==> config.mk <==
export PLATFORM = sky130hd
export DESIGN_NAME = npc_bridge_encoder
export DESIGN_NICKNAME = d
export VERILOG_FILES = /design/src/rtl/npc_enc_pkg.sv /design/src/rtl/npc_pair_select.sv /design/src/rtl/npc_leg_driver.sv /design/src/rtl/npc_bridge_encoder.sv
export SDC_FILE = /design/constraint.sdc
export NUM_CORES = 1
export LEC_CHECK = 0
export ABC_AREA = 1
export CAP_MARGIN = 20
export CELL_PAD_IN_SITES_DETAIL_PLACEMENT = 0
export CELL_PAD_IN_SITES_GLOBAL_PLACEMENT = 2
export CORE_UTILIZATION = 18
export DETAILED_ROUTE_END_ITERATION = 7
export PLACE_DENSITY = 0.8
export SKIP_CTS_REPAIR_TIMING = 1
export SLEW_MARGIN = 5
export SYNTH_ARGS = -nofsm -noshare
export SYNTH_HDL_FRONTEND = slang
export SYNTH_HIERARCHICAL = 1
export SYNTH_SLANG_ARGS = --single-unit
==> constraint.sdc <==
create_clock -name clk -period 1.4 [get_ports clk]
set_input_delay 0.42 -clock clk [delete_from_list [all_inputs] [get_ports clk]]
set_output_delay 0.42 -clock clk [all_outputs]
set_load 0.1 [all_outputs]
==> src/rtl/npc_enc_pkg.sv <==
package npc_enc_pkg;

  // State of one three-level leg
  typedef enum logic [1:0] {
    LEG_NEG  = 2'd0,
    LEG_ZERO = 2'd1,
    LEG_POS  = 2'd2
  } leg_t;

  localparam int unsigned LEGS       = 2;
  localparam int unsigned SW_PER_LEG = 4;

endpackage

==> src/rtl/npc_pair_select.sv <==
module npc_pair_select
  import npc_enc_pkg::*;
#(
  parameter int unsigned LVL_W = 3
) (
  input  logic signed [LVL_W-1:0] level,
  input  logic                    cap_upper_hi,
  input  logic                    cur_out,
  input  leg_t                    prev_a,
  output leg_t                    nxt_a,
  output leg_t                    nxt_b,
  output logic                    bad
);

  localparam logic signed [LVL_W-1:0] L_P2 = LVL_W'(2);
  localparam logic signed [LVL_W-1:0] L_P1 = LVL_W'(1);
  localparam logic signed [LVL_W-1:0] L_Z  = LVL_W'(0);
  localparam logic signed [LVL_W-1:0] L_M1 = LVL_W'(-1);
  localparam logic signed [LVL_W-1:0] L_M2 = LVL_W'(-2);

  logic use_upper;

  // Work on the higher capacitor when current flows out, on the other one otherwise
  assign use_upper = (cap_upper_hi == cur_out);

  always_comb begin
    nxt_a = LEG_ZERO;
    nxt_b = LEG_ZERO;
    bad   = 1'b0;
    case (level)
      L_P2: begin
        nxt_a = LEG_POS;
        nxt_b = LEG_NEG;
      end
      L_M2: begin
        nxt_a = LEG_NEG;
        nxt_b = LEG_POS;
      end
      L_P1: begin
        nxt_a = use_upper ? LEG_POS  : LEG_ZERO;
        nxt_b = use_upper ? LEG_ZERO : LEG_NEG;
      end
      L_M1: begin
        nxt_a = use_upper ? LEG_ZERO : LEG_NEG;
        nxt_b = use_upper ? LEG_POS  : LEG_ZERO;
      end
      L_Z: begin
        // Both legs follow leg A: only leg B moves, or nothing moves
        nxt_a = prev_a;
        nxt_b = prev_a;
      end
      default: begin
        bad = 1'b1;
      end
    endcase
  end

endmodule

==> src/rtl/npc_leg_driver.sv <==
module npc_leg_driver
  import npc_enc_pkg::*;
(
  input  leg_t                  state,
  output logic [SW_PER_LEG-1:0] gates
);

  always_comb begin
    case (state)
      LEG_POS:  gates = 4'b0011;
      LEG_NEG:  gates = 4'b1100;
      default:  gates = 4'b0110;
    endcase
  end

endmodule

==> src/rtl/npc_bridge_encoder.sv <==
module npc_bridge_encoder
  import npc_enc_pkg::*;
#(
  parameter int unsigned LVL_W = 3
) (
  input  logic                    clk,
  input  logic                    rst_n,
  input  logic                    period_stb,
  input  logic signed [LVL_W-1:0] level_in,
  input  logic                    cap_upper_hi,
  input  logic                    cur_out,
  output logic [SW_PER_LEG-1:0]   gate_a,
  output logic [SW_PER_LEG-1:0]   gate_b,
  output logic                    level_err
);

  leg_t leg_q [LEGS];
  leg_t leg_d [LEGS];
  leg_t sel   [LEGS];
  logic err_q, err_d, sel_bad;
  logic [SW_PER_LEG-1:0] gates [LEGS];

  npc_pair_select #(.LVL_W(LVL_W)) u_sel (
    .level        (level_in),
    .cap_upper_hi (cap_upper_hi),
    .cur_out      (cur_out),
    .prev_a       (leg_q[0]),
    .nxt_a        (sel[0]),
    .nxt_b        (sel[1]),
    .bad          (sel_bad)
  );

  // Next state: load on strobe, hold otherwise
  always_comb begin
    err_d = err_q;
    for (int i = 0; i < LEGS; i++) leg_d[i] = leg_q[i];
    if (period_stb) begin
      err_d = sel_bad;
      for (int i = 0; i < LEGS; i++) leg_d[i] = sel[i];
    end
  end

  always_ff @(posedge clk or negedge rst_n) begin
    if (!rst_n) begin
      err_q <= 1'b0;
      for (int i = 0; i < LEGS; i++) leg_q[i] <= LEG_ZERO;
    end else begin
      err_q <= err_d;
      for (int i = 0; i < LEGS; i++) leg_q[i] <= leg_d[i];
    end
  end

  for (genvar g = 0; g < LEGS; g++) begin : g_leg
    npc_leg_driver u_drv (
      .state (leg_q[g]),
      .gates (gates[g])
    );
  end

  assign gate_a    = gates[0];
  assign gate_b    = gates[1];
  assign level_err = err_q;

endmodule

==> impl_metrics.env, run 1 <==
export IMPL_cts_clk_slew_worst_paths_ps=40
export IMPL_antenna_cells=0
export IMPL_drt_initial_drc_count=9
export IMPL_cp_slowest_cell="dfstp_2"
export IMPL_dr_pass1_iters=4
export IMPL_yosysTopAreaCell="nand2_1"
export IMPL_core_area_um2=1962
export IMPL_drc_errors=0
export IMPL_viasPerCell=4.008
export IMPL_violations="negative setup slack"
export IMPL_htree_levels=1
export IMPL_clock_path_buffers=2
export IMPL_place_hpwl_um=789.3
export IMPL_place_area_um2=685.7
export IMPL_netlist_area_leader_share_pct=28.71
export IMPL_layout_commonest_cell="nand2_1"
export IMPL_worstPathCellList="inv_2 -> nand2_2 -> buf_12"
export IMPL_p_switching_w=0.0004215
export IMPL_fin_crit_ps=1543
export IMPL_p_leak_nw=0.3876
export IMPL_utilization_pct=39.41
export IMPL_grt_util_all_layers_pct=9.601
export IMPL_io_pins=17
export IMPL_yosysSeqAreaShare_pct=33.66
export IMPL_fmax_ghz=0.6479
export IMPL_critPathLaunchType="register"
export IMPL_area_growth_pct=104.0
export IMPL_yosys_warnings=6
export IMPL_critPathMaxFanout=4
export IMPL_rsz0062_at_grt="true"
export IMPL_final_setup_viol_count=8
export IMPL_tightestPinTransition_ps=243.6
export IMPL_cts_tree="done"
export IMPL_synthTopCellsByArea="nand2_1, dfrtp_1, dfstp_2"
export IMPL_seq_power_share_pct=21.1
export IMPL_syn_inst=66
export IMPL_drive_above_1_share_pct=43.01
export IMPL_grt_antenna_before_repair=0
export IMPL_synth_nets=74
export IMPL_switching_share_pct=46.95
export IMPL_cts_made_buffers=3
export IMPL_ys_seq_elements=5
export IMPL_internal_power_w=0.0004762
export IMPL_first_global_vias=386
export IMPL_clock_sinks=5
export IMPL_crit_required_ps=980
export IMPL_worstSetupPathType="reg2out"
export IMPL_synth_area_um2=379.1
export IMPL_ant_nets=0
export IMPL_routed_wl_um=971
export IMPL_finalHoldViolations=0
export IMPL_fin_crit_sh_pct=110.2
export IMPL_row_count=16
export IMPL_worstSetupEndpointType="primary output"
export IMPL_fin_area_um2=773.2
export IMPL_fp_dieW_um=47.90
export IMPL_dp_slack_ps=-201.1
export IMPL_clkPwrFrac_pct=18.9
export IMPL_clk_insertion_delay_late_ps=240
export IMPL_ys_types=11
export IMPL_drv_cap=0
export IMPL_critPathArrivalTime_ps=1120
export IMPL_status="finished, violations left"
export IMPL_portBuffers=16
export IMPL_grt_pass1_wl_mm=1.490
export IMPL_overflow=0
export IMPL_layout_common_cells="nand2_1, buf_12"
export IMPL_vias=481
export IMPL_pwr_share_comb_pct=60.0
export IMPL_wl_per_cell_um=8.092
export IMPL_nets=102
export IMPL_grt_max_degree=7
export IMPL_gp_congestion=0.7577
export IMPL_die_y_um=47.90
export IMPL_maxSlewHeadroom_pct=83.65
export IMPL_crit_family="flip-flops"
export IMPL_worst_slack_ps=-143.5
export IMPL_finClkSkew_ps=0.7606
export IMPL_cp_num_buf_inv=2
export IMPL_hold_class="in2async"
export IMPL_drv_slew=0
export IMPL_vdd_drop_max_uv=370.3
export IMPL_slowest_delay_ps=570
export IMPL_die_area_um2=2294
export IMPL_synth_area_per_cell_um2=5.744
export IMPL_p_per_area_nw_per_um2=1161
export IMPL_start_util_pct=19.32
export IMPL_clockRootBuffer="clkbuf_4"
through the flow:
stage	hold slack [ps]	cells	TNS, ps	power [W]
detailed placement	500.1	110	-797.7	0.0006929
finish	400.0	120	-865.3	0.0008977
CTS	402.7	114	-1091	0.0008670
global placement	498.9	110	-758.7	0.0006887
global route	425.0	120	-1053	0.0009346
floorplan	124.4	66	-1329	0.0004991
synth_stat cells:
cell type and count:
nand3_1 5, nor2_2 4, o21ai_1 1, dfstp_2 2, inv_2 6, dfrtp_1 3
o211ai_1 1, nor2_1 9, o21ai_0 1, nand2_1 29, inv_1 5
path summary, 6_finish.rpt:
check / to / slack (ps) / start / depth (start not counted)
max: gate_a[1] / -140 / leg_q[2] / 3
min: level_err / 400 / rst_n / 1
max reg2reg: leg_q[2] / 250 / leg_q[2] / 7
min reg2reg: level_err / 540 / level_err / 2
max in group asynchronous: leg_q[2] / 740 / rst_n / 1
min in group clk: level_err / 540 / level_err / 2
power groups by stage:
stage	Combinational (W)	Clock (W)	Sequential (W)
after floorplan	0.000289	0	0.000211
after global placement	0.000493	0	0.000195
after detailed placement	0.000497	0	0.000196
after CTS	0.000498	0.000176	0.000194
after global routing	0.000565	0.000178	0.000192
final	0.000539	0.000170	0.000189
final cells by class:
type,count,area [um2]
Fill cell,216,1189
Sequential cell,5,130.1
Tap cell,27,33.78
Clock buffer,4,26.28
Multi-Input combinational cell,50,232.7
Inverter,11,41.29
Timing Repair Buffer,23,309.0
registers in the layout, summed over array words and instances (netlist names):
name	cells
level_err	1
leg_q	4
per-layer routing:
| metal | global-route usage [%] | share of wire, % | up-vias | wire (um) |
|---|---|---|---|---|
| met4 | 8.333 | 2.8 | 0 | 27 |
| met1 | 10.74 | 46 | 206 | 445 |
| met2 | 15.14 | 46 | 22 | 442 |
| li1 | - | - | 250 | - |
| met5 | 0 | 0 | - | 0 |
| met3 | 2.264 | 5.7 | 3 | 55 |
cell families (layout without fill, tap and decap cells):
group / after synthesis / in the layout / synth area share [%]
AO/OA/AOI/OAI: 3 / 3 / 4.619
buffers and inverters: 11 / 38 / 10.89
flip-flops: 5 / 5 / 33.66
AND/OR/NAND/NOR: 47 / 47 / 50.82
No activity file was read; power rests on OpenSTA's default activity.
==> run 2, diff against run 1 <==
Settings changed: CORE_MARGIN set to 2, HOLD_SLACK_MARGIN set to 0.06.
==> run 2 against run 1 <==
Compared with the run above:
- the flow still finishes with violations (negative setup slack)
- worst setup slack better by 14 ps
- routed wire length is 2.7% lower
- core utilization is 0.46 points lower
- register-to-register slack better by 30 ps
- die area is 8.5% higher
- worst hold slack worse by 2.5 ps
- via count is 4.6% lower
==> impl_metrics.env, run 2 (same netlist as run 1, synthesis figures left out) <==
export IMPL_wl_per_cell_um=8.008
export IMPL_ant_nets=0
export IMPL_nFillCells=191
export IMPL_critPathLaunchType="register"
export IMPL_dp_slack_ps=-201.1
export IMPL_finalHoldViolations=0
export IMPL_fin_setup_tns_ps=-812.9
export IMPL_first_global_vias=389
export IMPL_area_growth_pct=103.6
export IMPL_overflow=0
export IMPL_grt_pass1_wl_mm=1.587
export IMPL_start_util_pct=19.13
export IMPL_dp_cells=110
export IMPL_worstSetupPathType="reg2out"
export IMPL_row_count=16
export IMPL_drive_above_1_share_pct=40.66
export IMPL_drv_slew=0
export IMPL_grt_util_all_layers_pct=8.481
export IMPL_vdd_drop_max_uv=374.1
export IMPL_switching_share_pct=46.91
export IMPL_portBuffers=16
export IMPL_rsz0062_at_grt="true"
export IMPL_multi_input_area_um2=235.2
export IMPL_grt_antenna_before_repair=0
export IMPL_clockRootBuffer="clkbuf_4"
export IMPL_internal_power_w=0.0004727
export IMPL_grt_max_degree=7
export IMPL_clkPwrFrac_pct=18.8
export IMPL_cts_clk_slew_worst_paths_ps=40
export IMPL_layout_commonest_cell="nand2_1"
export IMPL_antenna_cells=0
export IMPL_p_per_area_nw_per_um2=1153
export IMPL_drv_cap=0
export IMPL_largest_register="leg_q"
export IMPL_cts_tree="done"
export IMPL_worstSetupEndpointType="primary output"
export IMPL_tightestPinTransition_ps=225.3
export IMPL_seq_power_share_pct=21.4
export IMPL_routed_wl_um=945
export IMPL_utilization_pct=38.95
export IMPL_critPathMaxFanout=3
export IMPL_worst_slack_ps=-129.4
export IMPL_fin_crit_ps=1529
export IMPL_layout_common_cells="nand2_1, buf_12, nor2_1"
export IMPL_largest_reg_flops=4
export IMPL_dr_pass1_iters=4
export IMPL_fp_dieW_um=49.90
export IMPL_maxSlewHeadroom_pct=84.93
export IMPL_io_pins=17
export IMPL_htree_levels=1
export IMPL_finClkSkew_ps=2.732
export IMPL_vias=459
export IMPL_drt_initial_drc_count=9
export IMPL_gp_congestion=0.7460
export IMPL_clk_insertion_delay_late_ps=240
export IMPL_p_leak_nw=0.3915
export IMPL_clock_path_buffers=2
export IMPL_fin_cells=118
export IMPL_hold_class="in2async"
export IMPL_violations="negative setup slack"
export IMPL_seq_area_um2=130.1
export IMPL_viasPerCell=3.890
export IMPL_hold_ws_ps=397.5
export IMPL_fmax_ghz=0.6539
export IMPL_core_area_um2=1982
export IMPL_cts_made_buffers=3
export IMPL_drc_errors=0
export IMPL_critPathArrivalTime_ps=1110
export IMPL_status="finished, violations left"
export IMPL_pwr_share_comb_pct=59.8
export IMPL_die_area_um2=2490
export IMPL_final_setup_viol_count=8
export IMPL_place_hpwl_um=791.6
export IMPL_p_switching_w=0.0004176
export IMPL_die_y_um=49.90
export IMPL_clock_sinks=5
export IMPL_fin_crit_sh_pct=109.2
export IMPL_nets=100
export IMPL_crit_required_ps=980
## run 2: cell types whose count changed in the layout (fill, tap and decap cells not counted)
cell / previous run / this run
buf_12: 9 / 10
nor2_2: 6 / 4
nor2_4: 1 / 2
buf_6: 1 / 0
clkdlybuf4s50_1: 6 / 5
nor2_1: 6 / 7
dlymetal6s2s_1: 1 / 2
buf_4: 6 / 4
## run 2: critical path, cell delays in order (launching register included)
cell and delay (ps):
dfstp_2 560, buf_12 120, nor2_4 30, buf_12 160
## run 2: final timing paths
path	from	end	slack, ps	depth (start not counted)
setup / recovery	leg_q[0]	gate_b[3]	-130	3
hold / removal	rst_n	leg_q[3]	400	1
setup reg to reg	leg_q[2]	leg_q[0]	280	7
hold reg to reg	level_err	level_err	540	2
max in group asynchronous	rst_n	leg_q[2]	750	1
min in group clk	level_err	level_err	540	2
## run 2: metal layers
layer / GRT usage, % / routed length (um)
met5: 0 / 0
met4: 6.944 / 6
met3: 2.424 / 79
met2: 14.22 / 467
met1: 8.672 / 391
## run 2: power groups by stage
stage                     clock, W  combinational [W]  sequential [W]
final                     0.000167           0.000532        0.000191
after global routing      0.000191           0.000557        0.000193
after CTS                 0.000175           0.000496        0.000195
after detailed placement         0           0.000496        0.000197
after global placement           0           0.000494        0.000195
after floorplan                  0           0.000289        0.000211
## run 2: final cells by class
| cell class | count | area share, % |
|---|---|---|
| timing repair buffer | 21 | 39.55 |
| multi-input combinational | 50 | 30.47 |
| sequential | 5 | 16.86 |
| inverter | 11 | 5.348 |
| tap | 27 | 4.376 |
| clock buffer | 4 | 3.404 |
## run 2: metrics by stage
step / instance area, um2 / total power, W
after global placement: 685.7 / 0.0006892
final: 772.0 / 0.0008903
after global routing: 772.0 / 0.0009400
after detailed placement: 685.7 / 0.0006928
after floorplan: 394.1 / 0.0004991
after CTS: 711.9 / 0.0008661
==> run 3, diff against run 2 <==
Clock period 1.4 ns to 1.6 ns, I/O delays scaled along.
==> run 3 against run 2 <==
Compared with the run above:
- the run still ends with negative setup slack left
- sequential share of layout area is 1.1 points higher
- clock skew is 0.69 ps lower
- cell count is 3.4% lower
- first-iteration DRC count is 22% lower
- worst setup slack better by 110 ps
- register-to-register slack better by 180 ps
- clock power is 13% lower
- critical path type unchanged
- largest cell class unchanged
- highest routed layer unchanged
==> impl_metrics.env, run 3 (same netlist as run 1, synthesis figures left out) <==
export IMPL_status="finished, violations left"
export IMPL_violations="negative setup slack"
export IMPL_dp_slack_ps=-91.73
export IMPL_maxSlewHeadroom_pct=84.41
export IMPL_grt_pass1_wl_mm=1.476
export IMPL_r2r_end="leg_q[2]"
export IMPL_nets=96
export IMPL_p_per_area_nw_per_um2=1048
export IMPL_internal_power_w=0.0003939
export IMPL_clockRootBuffer="clkbuf_4"
export IMPL_regToRegSetupSlack_ps=460
export IMPL_critPathMaxFanout=4
export IMPL_drv_slew=0
export IMPL_grt_util_all_layers_pct=8.048
export IMPL_timing_rr_start="leg_q[2]"
export IMPL_critPathLaunchType="register"
export IMPL_r2r_cells=7
export IMPL_grt_antenna_before_repair=0
export IMPL_worstSetupEndpointType="primary output"
export IMPL_drc_errors=0
export IMPL_vdd_drop_max_uv=340.4
export IMPL_largest_reg_flops=4
export IMPL_die_y_um=49.90
export IMPL_fin_crit_sh_pct=101.2
export IMPL_gp_congestion=0.7494
export IMPL_first_global_vias=400
export IMPL_die_area_um2=2490
export IMPL_critPathArrivalTime_ps=1140
export IMPL_met3_wirelength_um=67
export IMPL_dr_pass1_iters=4
export IMPL_fmax_ghz=0.6177
export IMPL_wl_met1_um=387
export IMPL_io_pins=17
export IMPL_hold_class="in2async"
export IMPL_worstSetupPathType="reg2out"
export IMPL_ant_nets=0
export IMPL_core_area_um2=1982
export IMPL_finClkSkew_ps=2.046
export IMPL_clock_sinks=5
export IMPL_htree_levels=1
export IMPL_grt_max_degree=7
export IMPL_worst_slack_ps=-19.01
export IMPL_rsz0062_at_grt="true"
export IMPL_power_total_w=0.0007525
export IMPL_switching_share_pct=47.65
export IMPL_p_switching_w=0.0003586
export IMPL_overflow=0
export IMPL_cts_made_buffers=3
export IMPL_utilization_pct=36.24
export IMPL_drt_initial_drc_count=7
export IMPL_viasPerCell=3.982
export IMPL_finalHoldViolations=0
export IMPL_clk_insertion_delay_late_ps=240
export IMPL_top_layer="met4"
export IMPL_row_count=16
export IMPL_portBuffers=16
export IMPL_pwr_share_comb_pct=58.1
export IMPL_cts_clk_slew_worst_paths_ps=40
export IMPL_fp_dieW_um=49.90
export IMPL_antenna_cells=0
export IMPL_cts_tree="done"
export IMPL_layout_common_cells="nand2_1, buf_12, clkdlybuf4s50_1, nor2_1, inv_2"
export IMPL_seq_power_share_pct=22.6
export IMPL_tightestPinTransition_ps=232.3
export IMPL_routed_wl_um=909
export IMPL_p_leak_nw=0.3498
export IMPL_largest_register="leg_q"
export IMPL_final_setup_viol_count=4
export IMPL_wl_per_cell_um=7.974
export IMPL_vias=454
export IMPL_layout_commonest_cell="nand2_1"
export IMPL_drive_above_1_share_pct=36.78
export IMPL_start_util_pct=19.13
export IMPL_area_growth_pct=89.44
export IMPL_drv_cap=0
export IMPL_clkPwrFrac_pct=19.3
export IMPL_wl_met2_um=425
export IMPL_fin_crit_ps=1619
export IMPL_cp_startpoint="leg_q[0]"
export IMPL_clock_path_buffers=2
export IMPL_place_hpwl_um=796.6
export IMPL_crit_required_ps=1120
run 3: layout make-up:
type,count,area [um2]
clock buffers,4,26.28
fillers,205,1264
inverters,11,41.29
multi-input cells,50,230.2
flip-flops and latches,5,128.9
well taps,27,33.78
repair buffers,17,257.7
run 3: layer usage:
layer,up-vias,global-route usage (%)
li1,239,-
met1,191,7.222
met2,21,14.67
met4,0,6.944
met3,3,2.121
met5,-,0
run 3: per-stage QoR:
step                      TNS, ps  cell area [um2]  std cells  hold slack [ps]
after global routing       -174.7            718.2        114            480.0
after floorplan            -592.9            394.1         66            184.4
after CTS                  -150.1            704.4        113            457.8
final                      -45.65            718.2        114            454.0
after detailed placement   -266.1            678.2        109            503.1
after global placement     -178.0            678.2        109            503.5
run 3: power by group through the flow:
stage | sequential, W | combinational [W] | clock, W
global route | 0.000173 | 0.000455 | 0.000153
global placement | 0.000171 | 0.000430 | 0
CTS | 0.000170 | 0.000433 | 0.000149
detailed placement | 0.000171 | 0.000433 | 0
finish | 0.000170 | 0.000437 | 0.000145
floorplan | 0.000184 | 0.000253 | 0
run 3: worst max path at each step:
stage	slack [ps]	depth (start not counted)	end
after global placement	-60	7	leg_q[1]
final	-20	3	gate_b[2]
after global routing	-50	3	gate_b[1]
after floorplan	-130	2	gate_a[0]
after detailed placement	-90	6	leg_q[3]
after CTS	-40	3	gate_a[1]
run 3: worst max-delay path, cell delays in order (launching register included):
cell and delay [ps]:
dfstp_2 590, inv_2 60, nand2_2 70, buf_12 170
